==> src/rtl/nbcfg_pkg.sv <==
package nbcfg_pkg;

    typedef enum logic [0:0] {
        SHD_IDLE   = 1'b0,
        SHD_NOTIFY = 1'b1
    } shd_state_e;

    localparam int ID_TOP      = 3;
    localparam int A_REVISION  = 8'h08;
    localparam int A_PROGIF    = 8'h09;
    localparam int A_SUBCLASS  = 8'h0A;
    localparam int A_BASECLASS = 8'h0B;
    localparam int A_CACHE     = 8'h50;
    localparam int A_SHSEG     = 8'h54;
    localparam int A_SHATTR    = 8'h55;
    localparam int A_TIMA      = 8'h60;
    localparam int A_TIMB      = 8'h61;

    localparam logic [2:0] CACHE_SIZE_CODE = 3'b100;
    localparam logic [7:0] TIMA_KEEP       = 8'h3F;
    localparam logic [7:0] TIMB_KEEP       = 8'h0F;
    localparam logic [7:0] SHSEG_KEEP      = 8'hFE;

    function automatic logic [7:0] power_on_value(input int idx);
        logic [7:0] v;
        case (idx)
            0:           v = 8'h60;
            1:           v = 8'h10;
            2:           v = 8'h81;
            3:           v = 8'h88;
            A_REVISION:  v = 8'h01;
            A_BASECLASS: v = 8'h06;
            default:     v = 8'h00;
        endcase
        return v;
    endfunction

endpackage

==> src/rtl/nbcfg_wmask.sv <==
module nbcfg_wmask
    import nbcfg_pkg::*;
#(
    parameter int ADDR_W = 8,
    parameter int DATA_W = 8
) (
    input  logic [ADDR_W-1:0] addr,
    input  logic [DATA_W-1:0] wdata,
    input  logic              we,
    output logic              wr_go,
    output logic [DATA_W-1:0] wr_val
);
    logic writable;

    always_comb begin
        writable = (int'(addr) > ID_TOP);
        wr_go    = we && writable;
    end

    always_comb begin
        case (int'(addr))
            A_CACHE:  wr_val = {wdata[DATA_W-1:3], CACHE_SIZE_CODE};
            A_SHSEG:  wr_val = wdata & DATA_W'(SHSEG_KEEP);
            A_TIMA:   wr_val = wdata & DATA_W'(TIMA_KEEP);
            A_TIMB:   wr_val = wdata & DATA_W'(TIMB_KEEP);
            default:  wr_val = wdata;
        endcase
    end
endmodule

==> src/rtl/nbcfg_store.sv <==
module nbcfg_store
    import nbcfg_pkg::*;
#(
    parameter int ADDR_W = 8,
    parameter int DATA_W = 8
) (
    input  logic              clk,
    input  logic              rst_n,
    input  logic              wr_go,
    input  logic [ADDR_W-1:0] addr,
    input  logic [DATA_W-1:0] wr_val,
    output logic [DATA_W-1:0] rd_val,
    output logic [DATA_W-1:0] tap_cache,
    output logic [DATA_W-1:0] tap_seg,
    output logic [DATA_W-1:0] tap_attr
);
    localparam int NUM_REGS = 1 << ADDR_W;

    logic [DATA_W-1:0] cells [NUM_REGS];

    for (genvar i = 0; i < NUM_REGS; i++) begin : g_cell
        localparam logic [ADDR_W-1:0] MY_ADDR = ADDR_W'(i);
        localparam logic [DATA_W-1:0] MY_INIT = DATA_W'(power_on_value(i));
        logic hit;
        assign hit = wr_go && (addr == MY_ADDR);
        always_ff @(posedge clk or negedge rst_n) begin
            if (!rst_n)
                cells[i] <= MY_INIT;
            else if (hit)
                cells[i] <= wr_val;
        end
    end

    always_comb begin
        rd_val    = cells[addr];
        tap_cache = cells[A_CACHE];
        tap_seg   = cells[A_SHSEG];
        tap_attr  = cells[A_SHATTR];
    end
endmodule

==> src/rtl/nbcfg_shadow_fsm.sv <==
module nbcfg_shadow_fsm
    import nbcfg_pkg::*;
#(
    parameter int ADDR_W = 8
) (
    input  logic              clk,
    input  logic              rst_n,
    input  logic              we,
    input  logic [ADDR_W-1:0] addr,
    output logic              refresh
);
    shd_state_e state_q, state_d;
    logic       shadow_hit;

    assign shadow_hit = we && ((int'(addr) == A_SHSEG) || (int'(addr) == A_SHATTR));

    always_ff @(posedge clk or negedge rst_n) begin
        if (!rst_n)
            state_q <= SHD_IDLE;
        else
            state_q <= state_d;
    end

    always_comb begin
        state_d = state_q;
        unique case (state_q)
            SHD_IDLE:   state_d = shadow_hit ? SHD_NOTIFY : SHD_IDLE;
            SHD_NOTIFY: state_d = shadow_hit ? SHD_NOTIFY : SHD_IDLE;
            default:    state_d = SHD_IDLE;
        endcase
    end

    always_comb begin
        refresh = (state_q == SHD_NOTIFY);
    end
endmodule

==> src/rtl/nb_cfg_space.sv <==
module nb_cfg_space
    import nbcfg_pkg::*;
#(
    parameter int ADDR_W = 8,
    parameter int DATA_W = 8
) (
    input  logic              clk,
    input  logic              rst_n,
    input  logic [ADDR_W-1:0] cfg_addr,
    input  logic [DATA_W-1:0] cfg_wdata,
    input  logic              cfg_we,
    output logic [DATA_W-1:0] cfg_rdata,
    output logic [DATA_W-1:0] cache_ctrl,
    output logic [DATA_W-1:0] shadow_seg,
    output logic [DATA_W-1:0] shadow_attr,
    output logic              cache_enable,
    output logic              shadow_refresh
);
    logic              wr_go;
    logic [DATA_W-1:0] wr_val;

    nbcfg_wmask #(.ADDR_W(ADDR_W), .DATA_W(DATA_W)) u_mask (
        .addr   (cfg_addr),
        .wdata  (cfg_wdata),
        .we     (cfg_we),
        .wr_go  (wr_go),
        .wr_val (wr_val)
    );

    nbcfg_store #(.ADDR_W(ADDR_W), .DATA_W(DATA_W)) u_store (
        .clk       (clk),
        .rst_n     (rst_n),
        .wr_go     (wr_go),
        .addr      (cfg_addr),
        .wr_val    (wr_val),
        .rd_val    (cfg_rdata),
        .tap_cache (cache_ctrl),
        .tap_seg   (shadow_seg),
        .tap_attr  (shadow_attr)
    );

    nbcfg_shadow_fsm #(.ADDR_W(ADDR_W)) u_shd (
        .clk     (clk),
        .rst_n   (rst_n),
        .we      (cfg_we),
        .addr    (cfg_addr),
        .refresh (shadow_refresh)
    );

    assign cache_enable = cache_ctrl[DATA_W-1];
endmodule

==> config.mk <==
export PLATFORM = sky130hd
export DESIGN_NAME = nb_cfg_space
export DESIGN_NICKNAME = d
export VERILOG_FILES = /design/src/rtl/nbcfg_pkg.sv /design/src/rtl/nbcfg_wmask.sv /design/src/rtl/nbcfg_store.sv /design/src/rtl/nbcfg_shadow_fsm.sv /design/src/rtl/nb_cfg_space.sv
export SDC_FILE = /design/constraint.sdc
export NUM_CORES = 2
export LEC_CHECK = 0
export ABC_AREA = 1
export BUFFER_PORTS_ARGS = -buffer_cell sky130_fd_sc_hd__buf_2
export CAP_MARGIN = 20
export CORE_MARGIN = 5
export CORE_UTILIZATION = 30
export DETAILED_ROUTE_END_ITERATION = 16
export GPL_ROUTABILITY_DRIVEN = 0
export SKIP_LAST_GASP = 1
export SLEW_MARGIN = 20
export SYNTH_ARGS = -nofsm -noshare
export SYNTH_HDL_FRONTEND = slang
export SYNTH_SLANG_ARGS = --single-unit
==> constraint.sdc <==
create_clock -name clk -period 2.7 [get_ports clk]
set_input_delay 0.27 -clock clk [delete_from_list [all_inputs] [get_ports clk]]
set_output_delay 0.27 -clock clk [all_outputs]
set_load 0.005 [all_outputs]
### Word level (Yosys, flattened, before mapping)

Cells that the tools add are included.

| storage, ports and cells | value |
|---|---|
| register bits | 2049 |
| bits of input ports | 19 |
| output and inout bits | 34 |
| logic and storage cells | 782 |

| cells by class | value |
|---|---|
| $lt $le $gt $ge | 2 |
| equal/unequal tests | 257 |
| mux-type cells | 5 |
| bitwise operators | 1 |
| reductions and logical operators | 260 |

Operators by type and width:

| operator | count |
|---|---|
| $eq 8x8->1 const B | 130 |
| $eq 8x7->1 const B | 64 |
| $logic_and 1x1->1 | 258 |
| $eq 8x6->1 const B | 32 |
| $eq 8x5->1 const B | 16 |
| $bmux 8 s8 | 1 |
| $eq 8x4->1 const B | 8 |
| $eq 8x3->1 const B | 4 |
| $pmux 8 s4 | 1 |
| $eq 8x2->1 const B | 2 |
| $mux 8 | 2 |
| $ge 9x9->1 const B | 1 |
| $not 8->9 | 1 |
| $eq 8x1->1 const B | 1 |
| $gt 8x2->1 const B | 1 |
| $logic_not 8->1 | 1 |
| $logic_or 1x1->1 | 1 |
| $mux 1 | 1 |

### Longest topological paths before layout

| logic depth | value |
|---|---|
| word-level depth | 4 |
| mapped depth | 16 |
| depth with buffers taken out | 13 |

### Hierarchy

Synthesis repeated with hierarchy kept, for this count alone.

| unflattened totals | value |
|---|---|
| cell total of the unflattened synthesis | 12696 |
| area, all modules | 94730.9 um^2 |

Modules (own cells, without submodules):

| module | instances | cells each | area each (um^2) | sequential area each (um^2) |
|---|---|---|---|---|
| nbcfg_store | 1 | 12641 | 94473.1 | 51261.7 |
| nbcfg_wmask | 1 | 44 | 191.4 | 0.0 |
| nbcfg_shadow_fsm | 1 | 10 | 58.8 | 25.0 |
| nb_cfg_space | 1 | 1 | 7.5 | 0.0 |

### Least setup slack after synthesis

OpenSTA, ideal clock, no wires.

| timing | value |
|---|---|
| kind | input to output |
| from | input cfg_addr[1] |
| to | output cfg_rdata[0] |
| data arrival time | 1.830 ns |
| data required time | 2.430 ns |
| slack | 0.600 ns |
| cell stages on the path | 14 |
| buffers on the path | 4 |
| path through | buf_2 > clkbuf_1 > clkbuf_1 > buf_1 > nand2_1 > nand2_1 > nand2_1 > nand2_1 > o21ai_0 > nand2_1 > nor2_1 > nor2_1 > nor2_1 > nand2_1 |

| between the ends | value |
|---|---|
| longest elaborated chain between the ends | 4 |

RTL lines:

| item | line | text |
|---|---|---|
| from (decl) | nb_cfg_space.sv:9 | `input logic [ADDR_W-1:0] cfg_addr,` |
| $not 8->9 (implied by the code) | nbcfg_store.sv:35 | `rd_val = cells[addr];` |
| $bmux 8 s8 | nbcfg_store.sv:35 |  |
| $mux 8 (implied by the code) (2 in a row) | nbcfg_store.sv:35 |  |
| to (decl) | nb_cfg_space.sv:12 | `output logic [DATA_W-1:0] cfg_rdata,` |

No other way between the ends. The select of a mux whose other input is x is not followed.

### Final worst setup path

| timing | value |
|---|---|
| from | register u_store.cells[1326] in the netlist's numbering |
| to | output cfg_rdata[6] |

| between the ends | value |
|---|---|
| longest elaborated chain between the ends | 3 |

RTL lines:

| item | line | text |
|---|---|---|
| from (decl) | nbcfg_store.sv:19 | `logic [DATA_W-1:0] cells [NUM_REGS];` |
| from (signal, indexed assignment) | nbcfg_store.sv:30 | `cells[i] <= wr_val;` |
| $bmux 8 s8 | nbcfg_store.sv:35 |  |
| $mux 8 (implied by the code) (2 in a row) | nbcfg_store.sv:35 |  |

No other way between the ends. The select of a mux whose other input is x is not followed.

==> results.py <==
metrics = {
    "global_route": {
        "antenna_found_initial": 16,
        "grt_pass1_wl_microns": 506500,
        "grt_max_degree": 125,
        "first_global_vias": 80100,
        "grt_use_total_pct": 19.67,
        "grt_overflow_total": 0,
    },
    "final_layout": {
        "most-common-layout-cells": "5,838 x nand2_1, 2,038 x dfrtp_1, 1,710 x o21ai_0",
        "stdcell_count": 17340,
        "area_delta_synth_final_pct": 20.85,
        "layout_commonest_cell": "nand2_1",
        "layout.nets": 12990,
        "stdcell_area_sq_mm": 0.1151,
        "layout-drive-gt1-share_pct": 12.38,
    },
    "power": {
        "p_int_w": 0.05323,
        "clkPwrFrac_pct": 43.2,
        "leakagePower_nw": 56.71,
        "pwr-share-seq_pct": 46.1,
        "p_comb_share_pct": 10.7,
        "ir_drop_uv": 712.3,
        "cellPowerDensity_mw_per_mm2": 629.9,
        "switching_share_pct": 26.59,
        "power.switching_w": 0.01928,
    },
    "synthesis": {
        "seq_area_frac_synth_pct": 53.84,
        "synth-edff-count": 0,
        "postSynth.asyncResetShare_pct": 100.0,
        "netlist_instances": 12770,
        "synth_area_per_cell_sq_um": 7.458,
        "yosysUniqueCellTypes": 21,
        "synth-main-ff-cell": "dfrtp_1",
        "ys_ff_latch": 2049,
        "yosysWarnings": 0,
        "synth_fp_nets": 12790,
        "synthesis.area_sq_mm": 0.09525,
    },
    "detailed_routing": {
        "wl_per_cell_microns": 19.12,
        "drtAntennaViolNets": 0,
        "initialDrtViolationCount": 9003,
        "drc": 0,
        "dr_total_vias": 84300,
        "vias_per_cell": 4.862,
        "finalWirelength_microns": 331400,
        "first_pass_iters": 6,
    },
    "critical_path": {
        "crit_type": "reg -> out",
        "end_kind": "primary output",
        "cp_slowest_cell": "dfrtp_1",
        "crit_top_cell": "nand2_1",
        "required_ps": 2430,
        "cp_slowest_stage_delay_ps": 390,
        "arrival_ps": 2810,
        "cp-start-kind": "flip-flop",
        "cp_max_fo": 2,
        "path_cells": "nand2_1, nand2_1, nand2_1, nand3_1, nand2_2, nand2_1, o21ai_2, nand2_2, nor2_4, nor2_2, nor2_4, nand2_4, buf_6",
    },
    "die": {
        "die_area_sq_mm": 0.3289,
        "die_x_microns": 573.5,
        "ioPinCount": 53,
        "die_h_microns": 573.5,
        "rows": 206,
        "core_sq_mm": 0.3155,
        "start_util_pct": 30.19,
    },
    "sta": {
        "fin_ws_ps": -383.1,
        "rsz0062_at_grt": "yes",
        "fmax_mhz": 324.3,
        "slew_violations": 0,
        "setup_viol": 8,
        "finalHoldViolations": 0,
        "relSlewSlack_pct": 31.18,
        "period_minus_slack_ps": 3083,
        "finalCritPeriodShare_pct": 114.2,
        "worstMarginPinSlew_ps": 1029,
        "fin_skew_ps": 0,
    },
    "cts": {
        "tritoncts_num_sinks": 2049,
        "cts_root_buf": "clkbuf_16",
        "cts_buffers": 219,
        "h-tree-depth": 4,
        "cts_tree": "built",
        "clk_pin_slew_ps": 60,
        "clk_latency_ps": 890,
        "clockBufferDepth": 3,
    },
    "place": {
        "placedInstanceArea_sq_mm": 0.1060,
        "portBuffers": 52,
        "dp_hpwl_microns": 220200,
        "place_ws_ps": -836.9,
        "dp_cells": 16900,
    },
    "outcome": {
        "violations": "setup timing",
        "status": "finished, violations left",
    },
    "run": {
        "cap_violations": 0,
    },
    "min_path": {
        "hold_path.class": "in -> reg",
    },
}
==> synthesized netlist by cell type (27+ instances only) <==
library cell  number  area [sq um]
clkbuf_1         661          2481
nand2_1         6009         22560
dfrtp_1         2039         51020
buf_1             32         120.1
nand3_1          166         830.8
inv_1            351          1318
inv_2             28         105.1
nor2_1           763          2864
a21oi_1          540          2703
o21ai_1           55         275.3
buf_2            210          1051
o21ai_0         1854          9279
buf_4             27         202.7
==> through the flow <==
stage	TNS, ps	total power [W]	utilization, %	hold WS [ps]
finish	-2507	0.07251	36.49	112.6
global route	-3421	0.07530	36.48	74.78
CTS	-2784	0.07287	36.33	48.23
detailed placement	-85180	0.04143	33.61	234.6
global placement	-72010	0.04131	33.61	230.3
floorplan	0	0.03768	-	-25.59
==> layer usage <==
metal	vias to the layer above	track usage [%]	routed length [microns]	share of wire (%)
met4	10	8.263	15410	4.6
met5	-	0	63	0.019
met3	601	3.551	23420	7.1
met1	40420	27.23	147100	44
li1	40500	-	-	-
met2	2770	30.27	145500	44
==> critical path: cells and delay by family, from the launching register on <==
family,cells,cell delay [ps]
AND/OR/NAND/NOR,11,1230
buffers and inverters,1,150
flip-flops,1,390
AO/OA/AOI/OAI,1,190
==> power by group through the flow <==
stage / clock network, W / registers (W) / logic (W)
2_1_floorplan: 0 / 0.0337 / 0.00394
3_3_place_gp: 0 / 0.0339 / 0.00739
3_5_place_dp: 0 / 0.0340 / 0.00748
4_1_cts: 0.0318 / 0.0334 / 0.00769
5_1_grt: 0.0331 / 0.0336 / 0.00862
6_report: 0.0313 / 0.0334 / 0.00776
==> flip-flops by register name, indices dropped and copies added (netlist names) <==
signal	cells
u_store.tap_cache	8
u_store.tap_attr	8
u_store.cells	2024
u_shd.refresh	1
u_store.tap_seg	8
==> what timing repair did <==
item	CTS	global route
pin swaps	137	99
gates cloned	0	0
endpoints found under the hold margin	1450	0
hold buffers	11	0
gates resized for setup	419	138
setup buffers	9	8
endpoints found under the setup margin	8	8
==> path summary, 6_finish.rpt <==
kind	start	to	slack (ps)	depth (start not counted)
max	u_store.cells[1326]	cfg_rdata[6]	-380	13
min	cfg_addr[1]	u_shd.refresh	110	5
max reg2reg	u_store.cells[1825]	u_store.cells[1825]	1820	4
min reg2reg	u_store.cells[2019]	u_store.cells[2019]	370	0
max in group asynchronous	rst_n	u_store.cells[1518]	1360	3
min in group asynchronous	rst_n	u_store.cells[1219]	220	3
==> logic make-up after synthesis <==
| group | Yosys count | synth area share [%] |
|---|---|---|
| AND/OR/NAND/NOR | 6962 | 27.73 |
| AO/OA/AOI/OAI | 2449 | 12.87 |
| buffers and inverters | 1311 | 5.556 |
| flip-flops | 2049 | 53.84 |
==> cell type report <==
class / instances / area, sq um
clock buffers: 351 / 6658
repair buffers: 908 / 9497
inverters: 380 / 1465
clock inverters: 56 / 814.5
fillers: 32720 / 200400
diodes: 22 / 55.05
multi-input cells: 9411 / 40130
well taps: 4160 / 5205
flip-flops and latches: 2049 / 51290
(Power assumes the default switching activity.)
